### src/rtl/thrd_rs_pkg.sv
package thrd_rs_pkg;

  localparam int unsigned CAUSE_W = 3;

  // Exception cause codes decoded by the exception handler
  localparam logic [CAUSE_W-1:0] CAUSE_CLEAR     = 3'd0;
  localparam logic [CAUSE_W-1:0] CAUSE_NOMASK    = 3'd2;
  localparam logic [CAUSE_W-1:0] CAUSE_INTERCEPT = 3'd4;

  typedef enum logic [1:0] {
    SEL_IDLE,
    SEL_HALT,
    SEL_RESUME,
    SEL_YIELD
  } cmd_sel_e;

  typedef struct packed {
    logic               fault;
    logic [CAUSE_W-1:0] code;
    logic               deact;
  } yield_verdict_t;

endpackage

### src/rtl/thrd_yield_eval.sv
module thrd_yield_eval
  import thrd_rs_pkg::*;
#(
  parameter int unsigned XLEN  = 32,
  parameter int unsigned GRP_W = 4,
  parameter int unsigned CTX_W = 8
) (
  input  logic signed [XLEN-1:0]  opnd,
  input  logic        [XLEN-1:0]  mask,
  input  logic        [GRP_W-1:0] own_grp,
  input  logic        [CTX_W-1:0] own_ctx,
  input  logic        [GRP_W-1:0] cur_grp,
  input  logic        [CTX_W-1:0] cur_ctx,
  input  logic                    dyn_alloc,
  input  logic                    halt_flag,
  input  logic                    active,
  input  logic                    sched_icpt,
  input  logic                    ctx_dirty,
  output yield_verdict_t          verdict
);

  // operand value that requests no action at all
  localparam logic [XLEN-1:0] SKIP_VAL = {{(XLEN-2){1'b1}}, 2'b10};

  logic eligible;
  logic is_zero;
  logic is_neg;
  logic is_skip;

  always_comb begin
    eligible = (own_grp == cur_grp) && (own_ctx == cur_ctx) &&
               dyn_alloc && !halt_flag && active;
    is_zero  = (opnd == '0);
    is_neg   = opnd[XLEN-1];
    is_skip  = (opnd == SKIP_VAL);

    verdict = '{fault: 1'b0, code: CAUSE_CLEAR, deact: 1'b0};
    if (is_zero) begin
      verdict.deact = eligible;
    end else if (!is_neg) begin
      if (mask == '0) begin
        verdict.fault = 1'b1;
        verdict.code  = CAUSE_NOMASK;
      end
    end else if (!is_skip) begin
      if (sched_icpt && ctx_dirty) begin
        verdict.fault = 1'b1;
        verdict.code  = CAUSE_INTERCEPT;
      end
    end
  end

  // a fault always carries one of the two yield cause codes
  always_comb begin
    if (verdict.fault) begin
      verdict_code_chk: assert (verdict.code == CAUSE_NOMASK || verdict.code == CAUSE_INTERCEPT);
    end
  end

endmodule

### src/rtl/thrd_pc_seq.sv
module thrd_pc_seq #(
  parameter int unsigned     XLEN       = 32,
  parameter int unsigned     INSN_BYTES = 4,
  parameter logic [XLEN-1:0] RESET_PC   = XLEN'(256)
) (
  input  logic            clk,
  input  logic            rst_n,
  input  logic            cap_en,
  input  logic [XLEN-1:0] cap_val,
  input  logic            load_en,
  output logic [XLEN-1:0] pc,
  output logic [XLEN-1:0] pc_next,
  output logic [XLEN-1:0] pc_next2,
  output logic [XLEN-1:0] restart_pc
);

  localparam logic [XLEN-1:0] STEP1 = XLEN'(INSN_BYTES);
  localparam logic [XLEN-1:0] STEP2 = XLEN'(2 * INSN_BYTES);

  logic [XLEN-1:0] restart_q, restart_d;
  logic [XLEN-1:0] pc_q, pc_d;
  logic [XLEN-1:0] pcn_q, pcn_d;
  logic [XLEN-1:0] pcn2_q, pcn2_d;

  always_comb begin
    restart_d = cap_val;
    pc_d      = restart_q;
    pcn_d     = restart_q + STEP1;
    pcn2_d    = restart_q + STEP2;
  end

  always_ff @(posedge clk or negedge rst_n) begin
    if (!rst_n) begin
      restart_q <= '0;
      pc_q      <= RESET_PC;
      pcn_q     <= RESET_PC + STEP1;
      pcn2_q    <= RESET_PC + STEP2;
    end else begin
      if (cap_en) begin
        restart_q <= restart_d;
      end
      if (load_en) begin
        pc_q   <= pc_d;
        pcn_q  <= pcn_d;
        pcn2_q <= pcn2_d;
      end
    end
  end

  assign pc         = pc_q;
  assign pc_next    = pcn_q;
  assign pc_next2   = pcn2_q;
  assign restart_pc = restart_q;

  // the sequence stays evenly spaced by one instruction
  pc_spacing_chk: assert property (@(posedge clk) disable iff (!rst_n)
    (pcn_q == pc_q + STEP1) && (pcn2_q == pcn_q + STEP1));

endmodule

### src/rtl/thread_runstate_ctrl.sv
module thread_runstate_ctrl
  import thrd_rs_pkg::*;
#(
  parameter int unsigned     XLEN       = 32,
  parameter int unsigned     GRP_W      = 4,
  parameter int unsigned     CTX_W      = 8,
  parameter int unsigned     INSN_BYTES = 4,
  parameter logic [XLEN-1:0] RESET_PC   = XLEN'(256),
  parameter bit              RST_ACTIVE = 1'b1
) (
  input  logic                    clk,
  input  logic                    rst_n,
  input  logic                    yield_req,
  input  logic                    halt_req,
  input  logic                    resume_req,
  input  logic signed [XLEN-1:0]  yield_opnd,
  input  logic        [XLEN-1:0]  yield_mask,
  input  logic        [GRP_W-1:0] own_grp,
  input  logic        [CTX_W-1:0] own_ctx,
  input  logic        [GRP_W-1:0] cur_grp,
  input  logic        [CTX_W-1:0] cur_ctx,
  input  logic                    dyn_alloc,
  input  logic                    halt_flag,
  input  logic                    sched_icpt,
  input  logic                    ctx_dirty,
  input  logic        [XLEN-1:0]  next_pc_in,
  output logic                    active,
  output logic        [XLEN-1:0]  pc,
  output logic        [XLEN-1:0]  pc_next,
  output logic        [XLEN-1:0]  pc_next2,
  output logic        [XLEN-1:0]  restart_pc,
  output logic        [XLEN-1:0]  yield_res,
  output logic                    thread_fault,
  output logic        [CAUSE_W-1:0] fault_cause
);

  localparam logic [XLEN-1:0] STEP1 = XLEN'(INSN_BYTES);

  cmd_sel_e        sel;
  yield_verdict_t  verdict;
  logic            active_q, active_d;
  logic            fault_q, fault_d;
  logic [CAUSE_W-1:0] cause_q, cause_d;
  logic [XLEN-1:0] res_q, res_d;
  logic            res_en;
  logic            cap_en;
  logic            load_en;

  thrd_yield_eval #(
    .XLEN  (XLEN),
    .GRP_W (GRP_W),
    .CTX_W (CTX_W)
  ) u_eval (
    .opnd       (yield_opnd),
    .mask       (yield_mask),
    .own_grp    (own_grp),
    .own_ctx    (own_ctx),
    .cur_grp    (cur_grp),
    .cur_ctx    (cur_ctx),
    .dyn_alloc  (dyn_alloc),
    .halt_flag  (halt_flag),
    .active     (active_q),
    .sched_icpt (sched_icpt),
    .ctx_dirty  (ctx_dirty),
    .verdict    (verdict)
  );

  // one command per cycle: halt, then resume, then yield
  always_comb begin
    if (halt_req)        sel = SEL_HALT;
    else if (resume_req) sel = SEL_RESUME;
    else if (yield_req)  sel = SEL_YIELD;
    else                 sel = SEL_IDLE;
  end

  always_comb begin
    active_d = active_q;
    cap_en   = 1'b0;
    load_en  = 1'b0;
    unique case (sel)
      SEL_HALT: begin
        if (active_q) begin
          active_d = 1'b0;
          cap_en   = 1'b1;
        end
      end
      SEL_RESUME: begin
        if (!active_q) begin
          active_d = 1'b1;
          load_en  = 1'b1;
        end
      end
      SEL_YIELD: begin
        if (verdict.deact) active_d = 1'b0;
      end
      default: ;
    endcase

    res_en  = (sel == SEL_YIELD);
    res_d   = yield_opnd & yield_mask;
    fault_d = (sel == SEL_YIELD) && verdict.fault;
    cause_d = fault_d ? verdict.code : cause_q;
  end

  always_ff @(posedge clk or negedge rst_n) begin
    if (!rst_n) begin
      active_q <= RST_ACTIVE;
      fault_q  <= 1'b0;
      cause_q  <= CAUSE_CLEAR;
      res_q    <= '0;
    end else begin
      active_q <= active_d;
      fault_q  <= fault_d;
      cause_q  <= cause_d;
      if (res_en) begin
        res_q <= res_d;
      end
    end
  end

  thrd_pc_seq #(
    .XLEN       (XLEN),
    .INSN_BYTES (INSN_BYTES),
    .RESET_PC   (RESET_PC)
  ) u_pcs (
    .clk        (clk),
    .rst_n      (rst_n),
    .cap_en     (cap_en),
    .cap_val    (next_pc_in),
    .load_en    (load_en),
    .pc         (pc),
    .pc_next    (pc_next),
    .pc_next2   (pc_next2),
    .restart_pc (restart_pc)
  );

  assign active       = active_q;
  assign thread_fault = fault_q;
  assign fault_cause  = cause_q;
  assign yield_res    = res_q;


  halt_capture_chk: assert property (@(posedge clk) disable iff (!rst_n)
    (halt_req && active) |=> (!active && restart_pc == $past(next_pc_in)));


  halt_idle_chk: assert property (@(posedge clk) disable iff (!rst_n)
    (halt_req && !active) |=> (!active && $stable(restart_pc) && $stable(pc)));


  resume_load_chk: assert property (@(posedge clk) disable iff (!rst_n)
    (resume_req && !halt_req && !active) |=>
      (active && pc == $past(restart_pc) && pc_next == pc + STEP1));


  halt_wins_chk: assert property (@(posedge clk) disable iff (!rst_n)
    (halt_req && yield_req) |=> (!thread_fault && $stable(yield_res)));


  fault_code_chk: assert property (@(posedge clk) disable iff (!rst_n)
    thread_fault |-> (fault_cause == CAUSE_NOMASK || fault_cause == CAUSE_INTERCEPT));

endmodule

### config.mk
export PLATFORM = sky130hd
export DESIGN_NAME = thread_runstate_ctrl
export DESIGN_NICKNAME = d
export VERILOG_FILES = /design/src/rtl/thrd_rs_pkg.sv /design/src/rtl/thrd_yield_eval.sv /design/src/rtl/thrd_pc_seq.sv /design/src/rtl/thread_runstate_ctrl.sv
export SDC_FILE = /design/constraint.sdc
export NUM_CORES = 1
export LEC_CHECK = 0
export ABC_AREA = 1
export BUFFER_PORTS_ARGS = -buffer_cell sky130_fd_sc_hd__clkbuf_2
export CORE_UTILIZATION = 45
export CTS_CLUSTER_DIAMETER = 150
export DETAILED_ROUTE_END_ITERATION = 12
export GPL_TIMING_DRIVEN = 0
export PLACE_DENSITY = 0.79
export RECOVER_POWER = 50
export SLEW_MARGIN = 30
export SYNTH_ARGS = -nofsm -noshare
export SYNTH_HDL_FRONTEND = slang
export SYNTH_SLANG_ARGS = --single-unit
### constraint.sdc
create_clock -name clk -period 2 [get_ports clk]
set_clock_uncertainty 0.05 [all_clocks]
set_input_delay 0.6 -clock clk [delete_from_list [all_inputs] [get_ports clk]]
set_output_delay 0.6 -clock clk [all_outputs]
set_load 0.01 [all_outputs]
==> results of run 1 <==
[layout make-up]
class / count / area [um^2] / area share
clock buffer: 20 / 467 / 0.0463
timing repair buffer: 294 / 1450 / 0.143
tap: 220 / 275 / 0.0273
buffer: 42 / 215 / 0.0213
inverter: 84 / 315 / 0.0313
sequential: 159 / 3990 / 0.396
multi-input combinational: 710 / 3240 / 0.322
clock inverter: 12 / 134 / 0.0133
[state kept, by name, summed over array words and instances, names as in the netlist]
register,cells
thread_fault,1
yield_res,32
u_pcs.pc_next2,32
u_pcs.pc_next,30
u_pcs.pc,29
fault_cause,2
u_pcs.restart_pc,32
active,1
[through the flow]
stage                      util  cells  setup TNS, ns  power [uW]
after global routing      0.604   1541              0       11100
after floorplan               -    995              0        5890
after global placement    0.567   1507        -398.12        7300
after detailed placement  0.571   1509          -8.10        7390
after CTS                 0.607   1541              0       10700
final                     0.604   1541              0       10600
[routing by layer]
layer / track usage / up-vias / share of wire
met5: 0 / - / 0
met4: 0.139 / 0 / 0.035
met3: 0.0635 / 70 / 0.078
met2: 0.530 / 436 / 0.50
li1: - / 3789 / -
met1: 0.371 / 3706 / 0.38
[worst reg2reg max path, delay by kind of cell (launching register included)]
kind	cells	cell delay, ns
AO/OA/AOI/OAI	1	0.18
buffers and inverters	3	0.85
flip-flops	1	0.57
AND/OR/NAND/NOR	1	0.10
[repair_timing]
item	CTS	global route
gates cloned	0	0
gates resized for setup	1	9
pin swaps	0	0
buffers inserted	0	0
setup endpoints to repair	1	9
[cells by family (layout without fill, tap and decap cells)]
| group | Yosys count | in the layout | share of synthesized area |
|---|---|---|---|
| compound gates | 126 | 126 | 0.0928 |
| fa+ha+maj | 2 | 2 | 0.00323 |
| flops | 159 | 159 | 0.515 |
| other cells | 1 | 1 | 0.000485 |
| simple gates | 564 | 564 | 0.298 |
| mux | 7 | 7 | 0.0102 |
| buf+inv | 126 | 452 | 0.0685 |
| xor+xnor | 10 | 10 | 0.0113 |
[power by group]
group | internal (uW) | leakage [uW] | switching (uW)
clock | 1940 | 0.000292 | 1340
combinational | 1080 | 0.00309 | 1710
sequential | 3920 | 0.00190 | 607
[how the worst max path moves through the flow]
stage	from	end	cells past startpoint
finish	active	u_pcs.pc_next2[19]	5
global route	active	u_pcs.pc_next[27]	6
CTS	u_pcs.restart_pc[3]	u_pcs.pc_next[18]	8
detailed placement	halt_req	u_pcs.pc_next2[5]	8
global placement	rst_n	yield_res[24]	1
floorplan	halt_req	u_pcs.pc_next2[9]	8
[Yosys cell counts (all sizes together) (5+ instances only)]
master / n
buf: 26
o21a: 7
inv: 84
o211ai: 16
xnor2: 5
nand4: 10
dfrtp: 153
mux2: 7
clkbuf: 16
nand2: 345
a31oi: 5
o22ai: 7
nor3: 8
nor2: 147
a21oi: 26
nand3: 49
xor2: 5
dfstp: 6
o21ai: 61
==> run metrics, run 1 <==
status complete, no violations; vias in the first global route 7596; Starting Density 0.463; Worst R2R Start active; Leak 0.00528 uW; Critical Path, Cell by Cell nor2_1, inv_2, buf_2, clkbuf_1, o21ai_0; first-pass iteration count of the detailed router 5; WL per Instance 17.2 um; Ant. Diodes 0; syn nets 1126; Buf/Inv on CP 3; # setup viols final 0; # H-tree levels 4; antenna violations before repair 0; FF-to-FF setup slack 0.11 ns; Syn Area/Cell 7.78 um^2; most common cell after layout, fill and taps aside nand2_1; Yosys warnings 0; clock tree buffer depth 2; Post-synth top flop dfrtp_1; Placer Congestion 0.956; fmax 529 MHz; Yosys reg bits 159; critical path fanouts, max 10; Min-Delay Path Class primary input to register; Syn Std Cell Area 7740 um^2; CTS sink cnt 159; Design Area, Final 10100 um^2; hold wc startpoint next_pc_in[7]; DRC viols 0; Post-Syn Instances 995; Post-layout nets 1439; Top delay family on crit path buffers and inverters; cell taking the most area after synthesis dfrtp_1; # hold bufs at CTS 0; Yosys top cell area share 0.495; via count 8001; Worst Reg-to-Reg Cells 5; global-route wire length before repair 40700 um; final-layout fill cell count 1573; # rows 47; Worst slew margin 0.266; Boundary Pins 294; Clock Root Buffer clkbuf_16; Setup CP Type register to register; DIE AREA 17700 um^2; register area share after synthesis 0.515; largest net degree at the start of global routing 81; slowest CP cell dfstp_2; Clk Latency, worst-skew pair 0.42 ns; Worst Hold Depth 2; die width 133 um; pre-CTS setup slack -0.176 ns; post-DP HPWL 20500 um; layout cells sized above 1 0.266; largest cells by area after synthesis dfrtp_1, nand2_1, nor2_1, inv_1, o21ai_0; Routed Antenna Nets 0; area growth from synthesis to layout 30.3%; final WL 26600 um; Final WS setup 0.109 ns; initial drt markers 607; CP required 2.23 ns; TritonCTS Buffers 17; Hold Fails Final Rpt 0; CP endpoint kind register; Congestion Overflow GR 0; hold_ws 0.354 ns; number of flops mapped to enable cells by yosys 0; period utilisation layout 0.946; Max stage delay on crit path 0.57 ns; DR vias/cell 5.19; Post-synth ARST share 1.00; max-slew violations 0; clock slew at reported path FFs 0.07 ns; final worst path period need 1.89 ns; Post-Place Cell Area 9540 um^2; CTS tree built; unrepaired setup endpoints after global routing no; pwr/cell area 1050 nW/um^2; critical path arrival 2.12 ns; I/O Buffers 292; most frequent cells in the layout nand2_1, clkbuf_2, dfrtp_1; GRT Overall Usage 0.307; max-cap viol count 0; Netlist cell types 37; Slew @ Worst Pin 1.10 ns; worst vdd ir 0.626 mV; hold path endpoint u_pcs.restart_pc[7]; CORE AREA 16700 um^2; Worst R2R End u_pcs.pc_next2[19]; CP Launch Type register; die height 133 um
Note: power is estimated with default switching activity, not from simulation.
==> run 2: changes to the inputs <==
--- a/config.mk
+++ b/config.mk
@@ -13,7 +13,7 @@
 export GPL_TIMING_DRIVEN = 0
 export PLACE_DENSITY = 0.79
 export RECOVER_POWER = 50
-export SLEW_MARGIN = 30
+export SLEW_MARGIN = 15
 export SYNTH_ARGS = -nofsm -noshare
 export SYNTH_HDL_FRONTEND = slang
 export SYNTH_SLANG_ARGS = --single-unit
==> constraint.sdc (replaced) <==
create_clock -name clk -period 1.96 [get_ports clk]
set_clock_uncertainty 0.05 [all_clocks]
set_input_delay 0.588 -clock clk [delete_from_list [all_inputs] [get_ports clk]]
set_output_delay 0.588 -clock clk [all_outputs]
set_load 0.01 [all_outputs]
==> run 2 against run 1 <==
  * Fmax rose by 3.6%
  * Via count fell by 0.56%
  * Routed wire length fell by 0.41%
  * Cell area rose by 0.27%
  * Global-route usage barely moved
  * Combinational power rose by 2%
  * Sequential cell count did not move
  * Highest routed layer unchanged
  * Power rose by 3.3%
  * Utilization rose by 0.16 points
  * Count of clock-buffer cells in the layout did not move
  * Final cell count barely moved
  * Sequential power rose by 2%
==> run metrics, run 2 (synthesis results as in run 1) <==
status complete, no violations; Slew @ Worst Pin 1.10 ns (+0.000244 ns); fmax 548 MHz (+3.6%); Placer Congestion 0.956 (unchanged); Critical Path, Cell by Cell nor2_1, inv_2, clkbuf_1, nor2_1, nand2_1, o211ai_1; global-route wire length before repair 41100 um (+0.88%); layout cells sized above 1 0.268 (+0.00247); clock slew at reported path FFs 0.06 ns (about the same); CP Launch Type register; Post-layout nets 1438 (-0.069%); Clock Root Buffer clkbuf_16; die height 133 um (unchanged); DRC viols 0 (unchanged); Post-CTS Setup Bufs 0 (unchanged); Psw 3730 uW (+2.2%); # H-tree levels 4 (unchanged); die width 133 um (unchanged); Max stage delay on crit path 0.57 ns (about the same); max-slew violations 0 (unchanged); Register Area 3990 um^2 (about the same); # setup viols final 0 (unchanged); most frequent cells in the layout nand2_1, clkbuf_2, dfrtp_1; Post-Place Cell Area 9510 um^2 (-0.29%); GRT Overall Usage 0.308 (about the same); DIE AREA 17700 um^2 (unchanged); via count 7956 (-0.56%); worst vdd ir 0.665 mV (+6.2%); Congestion Overflow GR 0 (unchanged); CORE AREA 16700 um^2 (unchanged); Worst Reg-to-Reg Cells 6 (+1); critical path arrival 2.07 ns (-0.05 ns); Design Area, Final 10100 um^2 (+0.27%); WL per Instance 17.2 um (-0.34%); slowest CP cell dfstp_1; Sw Share 0.341 (-0.00369); Int Pwr 7220 uW (+3.9%); unrepaired setup endpoints after global routing no; initial drt markers 709 (+17%); clock share of power 0.319 (+0.009); CP required 2.20 ns (-0.03 ns); Seq pwr share 0.422 (-0.005); Boundary Pins 294 (unchanged); critical path fanouts, max 10 (unchanged); I/O Buffers 292 (unchanged); Setup CP Type register to register; CP endpoint kind register; Routed Antenna Nets 0 (unchanged); CTS tree built; final-layout fill cell count 1565 (-0.51%); first-pass iteration count of the detailed router 6 (+1); Ant. Diodes 0 (unchanged); post-DP HPWL 20500 um (+0.12%); Leak 0.00529 uW (+0.19%); Min-Delay Path Class primary input to async pin; DR vias/cell 5.17 (-0.50%); Clk Latency, worst-skew pair 0.42 ns (about the same); period utilisation layout 0.931 (-0.0147); Hold Fails Final Rpt 0 (unchanged); Most Frequent Cell on Critical Path nor2_1; final WL 26400 um (-0.41%); pwr/cell area 1080 nW/um^2 (+3.0%); Multi-input gate area 3250 um^2 (about the same); Worst slew margin 0.266 (about the same); clock tree buffer depth 2 (unchanged); most common cell after layout, fill and taps aside nand2_1; Starting Density 0.463 (unchanged); # hold bufs at CTS 0 (unchanged); TritonCTS Buffers 17 (unchanged); vias in the first global route 7594 (-0.026%); largest net degree at the start of global routing 82 (+1.2%); CTS sink cnt 159 (unchanged); Fin Setup TNS 0 ns (unchanged); Final WS setup 0.135 ns (+0.0266 ns); # rows 47 (unchanged); antenna violations before repair 0 (unchanged); max-cap viol count 0 (unchanged); area growth from synthesis to layout 30.6%; pre-CTS setup slack -0.231 ns (-0.0548 ns); final worst path period need 1.82 ns (-0.0666 ns); Comb power frac 0.260 (-0.003)
-- run 2: area by class of cell --
| class | count | area share |
|---|---|---|
| Tap cell | 220 | 0.0272 |
| Multi-Input combinational cell | 710 | 0.321 |
| Inverter | 84 | 0.0312 |
| Clock inverter | 12 | 0.0156 |
| Buffer | 42 | 0.0215 |
| Timing Repair Buffer | 293 | 0.143 |
| Sequential cell | 159 | 0.395 |
| Clock buffer | 20 | 0.0462 |
-- run 2: metrics by stage --
step	util	std cells	hold WS (ns)	power (uW)
6_report	0.605	1540	0.323	11000
5_1_grt	0.605	1540	0.338	11500
4_1_cts	0.607	1540	0.156	11000
3_5_place_dp	0.570	1508	0.412	7530
3_3_place_gp	0.567	1507	0.401	7440
2_1_floorplan	-	995	0.242	6010
-- run 2: worst paths after layout --
| path | from | end | slack [ns] |
|---|---|---|---|
| worst max-delay path | active | u_pcs.pc_next2[20] | 0.14 |
| worst min-delay path | rst_n | u_pcs.restart_pc[30] | 0.32 |
| worst max register to register | active | u_pcs.pc_next2[20] | 0.14 |
| worst min register to register | u_pcs.pc_next2[3] | u_pcs.pc_next2[3] | 0.42 |
| max in group asynchronous | rst_n | active | 0.55 |
| min in group clk | next_pc_in[7] | u_pcs.restart_pc[7] | 0.34 |
-- run 2: repair_timing --
action                                  CTS  global route
gates resized for setup                   1            15
pin swaps                                 0             0
endpoints found under the setup margin    2            26
-- run 2: worst max-delay path: cells and delay by family, from the launching register on --
kind                   cells  cell delay (ns)
buffers and inverters      2             0.62
flip-flops                 1             0.57
AND/OR/NAND/NOR            3             0.34
AO/OA/AOI/OAI              1             0.10
-- run 2: power by group through the flow --
stage | Clock, uW | Sequential (uW) | Combinational (uW)
global placement | 0 | 4630 | 2820
floorplan | 0 | 4810 | 1190
global route | 3650 | 4690 | 3150
finish | 3490 | 4620 | 2840
CTS | 3510 | 4600 | 2900
detailed placement | 0 | 4650 | 2890
-- run 2: metal layers --
layer	global-route usage	vias up	routed length (um)
met3	0.0632	49	2140
met1	0.369	3710	10100
met5	0	-	0
li1	-	3788	-
met4	0.125	0	665
met2	0.539	409	13600
